**config.mk**
```make
export PLATFORM = sky130hd
export DESIGN_NAME = opnd_regfile
export DESIGN_NICKNAME = d
export VERILOG_FILES = /design/src/rtl/rf_pkg.sv /design/src/rtl/rf_ctrl.sv /design/src/rtl/rf_datapath.sv /design/src/rtl/opnd_regfile.sv
export SDC_FILE = /design/constraint.sdc
export NUM_CORES = 1
export LEC_CHECK = 0
export BUFFER_PORTS_ARGS = -buffer_cell sky130_fd_sc_hd__buf_2
export CORE_MARGIN = 4
export CORE_UTILIZATION = 36
export CTS_CLUSTER_SIZE = 16
export DETAILED_ROUTE_END_ITERATION = 16
export PLACE_DENSITY = 0.54
export SYNTH_ARGS = -nofsm -noshare
export SYNTH_HDL_FRONTEND = slang
export SYNTH_HIERARCHICAL = 1
export SYNTH_SLANG_ARGS = --single-unit
```
**constraint.sdc**
```tcl
create_clock -name clk -period 1.6 [get_ports clk]
set_input_delay 0.24 -clock clk [delete_from_list [all_inputs] [get_ports clk]]
set_output_delay 0.24 -clock clk [all_outputs]
set_load 0.01 [all_outputs]
```
**src/rtl/rf_pkg.sv**
```systemverilog
package rf_pkg;
  parameter int NUM_REGS = 4;
  parameter int DATA_W   = 4;
  localparam int SEL_W   = $clog2(NUM_REGS);

  typedef struct packed {
    logic [NUM_REGS-1:0] load;
    logic [NUM_REGS-1:0] pickA;
    logic [NUM_REGS-1:0] pickB;
  } rfStrobes_t;
endpackage

```
**src/rtl/rf_ctrl.sv**
```systemverilog
module rf_ctrl
  import rf_pkg::*;
(
  input  logic [NUM_REGS-1:0] wrEn,
  input  logic [SEL_W-1:0]    selA,
  input  logic [SEL_W-1:0]    selB,
  output rfStrobes_t          strobes
);
  logic [NUM_REGS-1:0] decA;
  logic [NUM_REGS-1:0] decB;

  // Decode each select code to a one-hot pick vector.
  for (genvar r = 0; r < NUM_REGS; r++) begin : g_dec
    assign decA[r] = (selA == SEL_W'(r));
    assign decB[r] = (selB == SEL_W'(r));
  end

  always_comb begin
    strobes.load  = wrEn;
    strobes.pickA = decA;
    strobes.pickB = decB;
  end
endmodule

```
**src/rtl/rf_datapath.sv**
```systemverilog
module rf_datapath
  import rf_pkg::*;
(
  input  logic               clk,
  input  logic               clearN,
  input  rfStrobes_t         strobes,
  input  logic [DATA_W-1:0]  wrData,
  output logic [DATA_W-1:0]  opndA,
  output logic [DATA_W-1:0]  opndB
);
  logic [DATA_W-1:0] gpr [NUM_REGS];
  logic [DATA_W-1:0] muxA;
  logic [DATA_W-1:0] muxB;

  // Storage: one register per entry, own load strobe, shared data.
  for (genvar r = 0; r < NUM_REGS; r++) begin : g_reg
    always_ff @(posedge clk or negedge clearN) begin
      if (!clearN)               gpr[r] <= '0;
      else if (strobes.load[r])  gpr[r] <= wrData;
    end
  end

  // Read selection: one AND-OR selector per bit column and side.
  for (genvar b = 0; b < DATA_W; b++) begin : g_col
    logic [NUM_REGS-1:0] colBits;
    for (genvar r = 0; r < NUM_REGS; r++) begin : g_tap
      assign colBits[r] = gpr[r][b];
    end
    assign muxA[b] = |(colBits & strobes.pickA);
    assign muxB[b] = |(colBits & strobes.pickB);
  end

  // Operand capture registers.
  always_ff @(posedge clk or negedge clearN) begin
    if (!clearN) begin
      opndA <= '0;
      opndB <= '0;
    end else begin
      opndA <= muxA;
      opndB <= muxB;
    end
  end
endmodule

```
**src/rtl/opnd_regfile.sv**
```systemverilog
module opnd_regfile
  import rf_pkg::*;
(
  input  logic                clk,
  input  logic                clearN,
  input  logic [NUM_REGS-1:0] wrEn,
  input  logic [DATA_W-1:0]   wrData,
  input  logic [SEL_W-1:0]    selA,
  input  logic [SEL_W-1:0]    selB,
  output logic [DATA_W-1:0]   opndA,
  output logic [DATA_W-1:0]   opndB
);
  rfStrobes_t strobes;

  rf_ctrl i_ctrl (
    .wrEn    (wrEn),
    .selA    (selA),
    .selB    (selB),
    .strobes (strobes)
  );

  rf_datapath i_dp (
    .clk     (clk),
    .clearN  (clearN),
    .strobes (strobes),
    .wrData  (wrData),
    .opndA   (opndA),
    .opndB   (opndB)
  );
endmodule

```
==> impl_metrics.json, run 1 <==
{
  "outcome": "finished, final reports clean",
  "core_um2": 2734,
  "synth_edf_count": 0,
  "hold_path_depth": 2,
  "synth_largest_area_cell": "dfrtp_1",
  "rsz0062_at_grt": "no",
  "syn2layout_area_growth_pct": 17.32,
  "reg2reg_slack_ns": 0.75,
  "cts_resized": 0,
  "slew_violations": 0,
  "max_stage_delay_ns": 0.38,
  "die_w_um": 61.19,
  "yosysSeqAreaShare_pct": 58.97,
  "end_kind": "primary output",
  "setup-tns-final_ns": 0,
  "min_to": "i_dp/g_col[2].colBits[2]$_DFFE_PN0P_",
  "fin_worst_skew_ns": 0.01299,
  "diodes": 0,
  "first_global_vias": 711,
  "crit_slowest_cell": "dfrtp_1",
  "fin_nets": 113,
  "vias_per_cell": 5.279,
  "yosys.area_share.simple_pct": 8.600,
  "power_mw": 1.327,
  "synth_mux_area_share_pct": 17.69,
  "met3_usage_pct": 2.516,
  "globalRouteMet1Util_pct": 15.51,
  "clk_pin_slew_ns": 0.13,
  "holdBufCountCts": 1,
  "cp.required_ns": 1.36,
  "drt_iter0_drc": 23,
  "h-tree-depth": 1,
  "finalHoldViolations": 0,
  "firstDrtPassIters": 4,
  "criticalPathCategory": "reg -> out",
  "cts-root-buf": "clkbuf_4",
  "crit_fanout": 1,
  "grt_use_total_pct": 12.39,
  "synth_area_um2": 1018,
  "grt_busiest_layer": "met2",
  "synth_common_cells": "24 x dfrtp_1, 16 x a22oi_1, 16 x mux2_2, 8 x nand2_1",
  "post-route-period-util_pct": 66.31,
  "cts_tree": "yes",
  "vias": 681,
  "insertion_delay_ns": 0.31,
  "grt_overflow": 0,
  "cts_made_buffers": 3,
  "syn_inst": 76,
  "wire_per_inst_um": 15.20,
  "die_h_um": 61.19,
  "synth_compound_area_share_pct": 11.79,
  "grt_pass1_wl_mm": 3.312,
  "ant_nets": 0,
  "yosysMostFrequentCell": "dfrtp_1",
  "clockBufferDepth": 2,
  "initial_core_util_pct": 37.25,
  "synth_top_flop_cell": "dfrtp_1",
  "gp_congestion": 0.7983,
  "cp_cell_sequence": "buf_2",
  "worstSetupStartpointType": "flop",
  "cp_num_buf_inv": 1,
  "tightest_slew_ns": 0.5334,
  "synth_area_leaders": "dfrtp_1 59%, mux2_2 18%, a22oi_1 12%, and2b_2 3.4%, buf_4 2.9%",
  "hold_path_class": "in -> reg",
  "vdd.ir_drop.worst_mv": 0.6411,
  "synth.net_count": 90,
  "relSlewSlack_pct": 64.44,
  "yosys_warnings": 6,
  "dieArea_um2": 3744,
  "hpwl_mm": 1.560,
  "cts_sinks": 24,
  "yosysTopAreaCellShare_pct": 58.97,
  "powerDensity_nw_per_um2": 1111,
  "r2r-start": "i_dp/g_col[2].colBits[2]$_DFFE_PN0P_",
  "drt-total-wl_mm": 1.961,
  "power.leakage_nw": 0.5587,
  "io-pin-count": 22,
  "syn_avg_cell_area_um2": 13.40,
  "portBuffers": 21,
  "synth-seq-cells": 24,
  "reg2regPathDepth": 2,
  "antenna_found_initial": 0,
  "grt_start_max_net_pins": 25,
  "synth_xor_area_share_pct": 0,
  "nFillCells": 256,
  "synthAdderAreaFrac_pct": 0,
  "drc": 0,
  "regToRegEndpoint": "i_dp/opndB[2]$_DFF_PN0_",
  "post_cts_buffers": 0,
  "max_cap_violations": 0,
  "num_rows": 19,
  "worst_path_dominant_cell_family": "flip-flops",
  "synth_cell_types": 8,
  "drive_gt1_share_pct": 47.96,
  "max_freq_ghz": 0.9426,
  "gr-usage-met2_pct": 20.54,
  "min_from": "wrData[2]",
  "setup_viol": 0,
  "synth_top_family_by_area": "multiplexers",
  "async_flop_share_pct": 100.0,
  "fin_crit_ns": 1.061,
  "worstPathArrival_ns": 0.82
}
==> cells by family after synthesis <==
group,after synthesis
buffers and inverters,4
muxes,16
DFF,24
and+or+nand+nor,16
AOI/OAI and AO/OA,16
==> stage by stage <==
stage / cells / utilization [%] / worst slack [ns] / area (µm²) / hold WS (ns)
after floorplan: 76 / - / 0.7980 / 1018 / -0.05559
after global placement: 124 / 41.42 / 0.5871 / 1132 / 0.2356
after detailed placement: 124 / 41.42 / 0.5800 / 1132 / 0.2493
after CTS: 129 / 43.71 / 0.5218 / 1195 / 0.1892
after global routing: 129 / 43.71 / 0.4810 / 1195 / 0.1837
final: 129 / 43.71 / 0.5391 / 1195 / 0.1977
==> power breakdown <==
part / total [mW] / internal (mW) / leakage, nW / switching (mW)
Sequential: 0.713 / 0.673 / 0.284 / 0.0400
Clock: 0.426 / 0.253 / 0.0279 / 0.173
Combinational: 0.188 / 0.0960 / 0.247 / 0.0925
==> flip-flops by register name, summed over array words and instances (netlist names) <==
register,count
i_dp/opndA,4
i_dp/g_col.colBits,16
i_dp/opndB,4
==> area by class of cell <==
cell class                      count  area, µm²  share of cell area [%]
Sequential cell                    24      600.6                   50.26
Multi-Input combinational cell     48      387.9                   32.46
Timing Repair Buffer               22      115.1                   9.633
Tap cell                           31      38.79                   3.246
Clock inverter                      1      30.03                   2.513
Clock buffer                        3      22.52                   1.885
==> worst register-to-register path: stages, from the launching register on <==
cell     delay, ns
dfrtp_1       0.43
a22oi_1       0.22
nand2_1       0.10
==> how the worst max path moves through the flow <==
| stage | start | to | depth (start not counted) |
|---|---|---|---|
| global route | i_dp/opndB[3]$_DFF_PN0_ | opndB[3] | 1 |
| detailed placement | selB[0] | i_dp/opndB[2]$_DFF_PN0_ | 4 |
| CTS | i_dp/opndA[3]$_DFF_PN0_ | opndA[3] | 1 |
| global placement | selB[0] | i_dp/opndB[3]$_DFF_PN0_ | 4 |
| finish | i_dp/opndA[1]$_DFF_PN0_ | opndA[1] | 1 |
| floorplan | selA[0] | i_dp/opndA[0]$_DFF_PN0_ | 3 |
==> layout by cell type (no fill, tap or decap) <==
cell type / synthesis / routed
buf_2: 0 / 21
dlygate4sd3_1: 0 / 1
and2b_2: 4 / 4
clkbuf_4: 0 / 3
bufinv_16: 0 / 1
nand2_1: 8 / 8
mux2_2: 16 / 16
nor2_1: 2 / 2
dfrtp_1: 24 / 24
a22oi_1: 16 / 16
and2_2: 2 / 2
==> layer usage <==
layer | routed length [µm] | vias up
li1 | - | 324
met5 | 0 | -
met4 | 16 | 0
met3 | 157 | 2
met1 | 828 | 327
met2 | 959 | 28
(Power assumes the default switching activity.)
==> run 2: changes to the inputs <==
--- a/config.mk
+++ b/config.mk
@@ -5,12 +5,13 @@
 export SDC_FILE = /design/constraint.sdc
 export NUM_CORES = 1
 export LEC_CHECK = 0
+export ABC_AREA = 1
 export BUFFER_PORTS_ARGS = -buffer_cell sky130_fd_sc_hd__buf_2
 export CORE_MARGIN = 4
 export CORE_UTILIZATION = 36
 export CTS_CLUSTER_SIZE = 16
 export DETAILED_ROUTE_END_ITERATION = 16
-export PLACE_DENSITY = 0.54
+export PLACE_DENSITY = 0.53
 export SYNTH_ARGS = -nofsm -noshare
 export SYNTH_HDL_FRONTEND = slang
 export SYNTH_HIERARCHICAL = 1
==> constraint.sdc (replaced) <==
create_clock -name clk -period 1.1 [get_ports clk]
set_input_delay 0.165 -clock clk [delete_from_list [all_inputs] [get_ports clk]]
set_output_delay 0.165 -clock clk [all_outputs]
set_load 0.01 [all_outputs]
==> impl_metrics.json, run 2 <==
{
  "fin_ws_ns": 0.1028,
  "synth-seq-cells": 24,
  "fin_nets": 199,
  "power.leakage_nw": 0.8017,
  "layout_common_cells": "74 x nand2_1, 38 x inv_1, 24 x dfrtp_1, 21 x buf_2, 16 x o21ai_0",
  "yosysSeqAreaShare_pct": 52.06,
  "holdBufCountCts": 1,
  "drt-total-wl_mm": 2.395,
  "initial_core_util_pct": 37.79,
  "antenna_found_initial": 0,
  "ant_nets": 0,
  "num_rows": 20,
  "reg2reg_slack_ns": 0.33,
  "reg2regPathDepth": 4,
  "synth_area_um2": 1154,
  "r2r-start": "i_dp/g_col[1].colBits[0]$_DFFE_PN0P_",
  "worstSetupStartpointType": "flop",
  "post-place-ws_ns": 0.2434,
  "io-pin-count": 22,
  "synth_common_cells": "74 x nand2_1, 38 x inv_1, 24 x dfrtp_1, 16 x o21ai_0, 6 x nor2_1",
  "cts-root-buf": "clkbuf_4",
  "yosysTopAreaCellShare_pct": 52.06,
  "firstDrtPassIters": 4,
  "cts_resized": 0,
  "cts_made_buffers": 3,
  "largest_reg_flops": 16,
  "async_flop_share_pct": 100.0,
  "vias_per_cell": 4.237,
  "tightest_slew_ns": 0.5351,
  "hpwl_mm": 1.889,
  "worst_path_dominant_cell_family": "flip-flops",
  "crit_fanout": 1,
  "criticalPathCategory": "reg -> out",
  "post-route-period-util_pct": 90.65,
  "hold_path_depth": 2,
  "relSlewSlack_pct": 64.32,
  "drc": 0,
  "cts_tree": "yes",
  "dieArea_um2": 4174,
  "yosysMostFrequentCell": "nand2_1",
  "synth_cell_types": 6,
  "die_w_um": 64.61,
  "grt_use_total_pct": 12.58,
  "core_um2": 3053,
  "cts_sinks": 24,
  "end_kind": "primary output",
  "grt_overflow": 0,
  "fin_worst_skew_ns": 0.008884,
  "powerDensity_nw_per_um2": 1440,
  "yosys_warnings": 6,
  "outcome": "finished, final reports clean",
  "grt_start_max_net_pins": 25,
  "syn_avg_cell_area_um2": 7.121,
  "gp_congestion": 0.8222,
  "setup_viol": 0,
  "first_global_vias": 885,
  "die_h_um": 64.61,
  "worstPathArrival_ns": 0.83,
  "hold_path_class": "in -> reg",
  "syn2layout_area_growth_pct": 16.70,
  "power_mw": 1.938,
  "cp_cell_sequence": "buf_2",
  "drive_gt1_share_pct": 13.59,
  "vdd.ir_drop.worst_mv": 0.5541,
  "clockBufferDepth": 2,
  "h-tree-depth": 1,
  "max_cap_violations": 0,
  "regToRegEndpoint": "i_dp/opndA[1]$_DFF_PN0_",
  "clk_pin_slew_ns": 0.14,
  "post_cts_buffers": 0,
  "cp_num_buf_inv": 1,
  "cp.required_ns": 0.94,
  "setup-tns-final_ns": 0,
  "wire_per_inst_um": 10.50,
  "max_stage_delay_ns": 0.39,
  "min_from": "wrEn[1]",
  "portBuffers": 21,
  "drt_iter0_drc": 28,
  "synth_largest_area_cell": "dfrtp_1",
  "insertion_delay_ns": 0.31,
  "synth.net_count": 176,
  "nFillCells": 342,
  "slew_violations": 0,
  "grt_pass1_wl_mm": 3.974,
  "synth_area_leaders": "dfrtp_1 52%, nand2_1 24%, inv_1 12%, o21ai_0 6.9%, buf_4 2.6%",
  "synth_edf_count": 0,
  "max_freq_ghz": 1.003,
  "synth_top_flop_cell": "dfrtp_1",
  "fin_util_pct": 44.10,
  "rsz0062_at_grt": "no",
  "min_to": "i_dp/g_col[2].colBits[1]$_DFFE_PN0P_",
  "vias": 966,
  "final_common_cell": "nand2_1",
  "fin_crit_ns": 0.9972,
  "crit_slowest_cell": "dfrtp_1",
  "diodes": 0,
  "syn_inst": 162,
  "finalHoldViolations": 0
}
==> run 2: cell types whose count changed after synthesis <==
cell,before,now
and2_2,2,0
a22oi_1,16,0
nand2_1,8,74
and2b_2,4,0
nor2_1,2,6
inv_1,0,38
mux2_2,16,0
o21ai_0,0,16
==> run 2: worst max-delay path by stage <==
stage                                          from  slack [ns]                 endpoint  cells after the start
6_report                    i_dp/opndB[3]$_DFF_PN0_        0.10                 opndB[3]                      1
3_3_place_gp                                selB[1]        0.22  i_dp/opndB[3]$_DFF_PN0_                      7
4_1_cts                     i_dp/opndA[0]$_DFF_PN0_        0.08                 opndA[0]                      1
5_1_grt                     i_dp/opndB[3]$_DFF_PN0_        0.04                 opndB[3]                      1
3_5_place_dp                                selA[1]        0.24  i_dp/opndA[0]$_DFF_PN0_                      6
2_1_floorplan  i_dp/g_col[1].colBits[0]$_DFFE_PN0P_        0.44  i_dp/opndB[1]$_DFF_PN0_                      4
==> run 2: worst reg2reg max path: cells and delay by family, from the launching register on <==
family / cells / cell delay, ns
AND/OR/NAND/NOR: 3 / 0.18
flip-flops: 1 / 0.44
buffers and inverters: 1 / 0.05
==> run 2: power by group <==
group          internal (mW)  switching, mW  leakage, nW
clock                  0.368          0.268       0.0279
sequential             0.970         0.0547        0.293
combinational          0.104          0.173        0.480
total                   1.44          0.496        0.802
==> run 2: per-layer routing <==
layer	track usage, %	vias up	routed length, µm
li1	-	506	-
met1	16.85	437	1174
met2	19.97	21	1074
met3	2.600	2	121
met4	4.749	0	24
met5	0	-	0
==> run 2: logic make-up after synthesis <==
kind of cell | after synthesis | synth area share, %
buf+inv | 42 | 14.97
flops | 24 | 52.06
simple gates | 80 | 26.03
compound gates | 16 | 6.942
==> run 2: cell type report <==
cell class	instances	area, µm²	area share, %
clock buffers	3	22.52	1.673
well taps	44	55.05	4.089
clock inverters	1	30.03	2.230
inverters	38	142.6	10.59
multi-input cells	96	380.4	28.25
flip-flops and latches	24	600.6	44.61
repair buffers	22	115.1	8.550
==> run 2: stage by stage <==
step	hold slack [ns]	instances	instance area [µm²]
after floorplan	-0.1306	162	1154
after global placement	0.1727	223	1284
after detailed placement	0.1769	223	1284
after CTS	0.09957	228	1346
after global routing	0.08898	228	1346
final	0.1062	228	1346
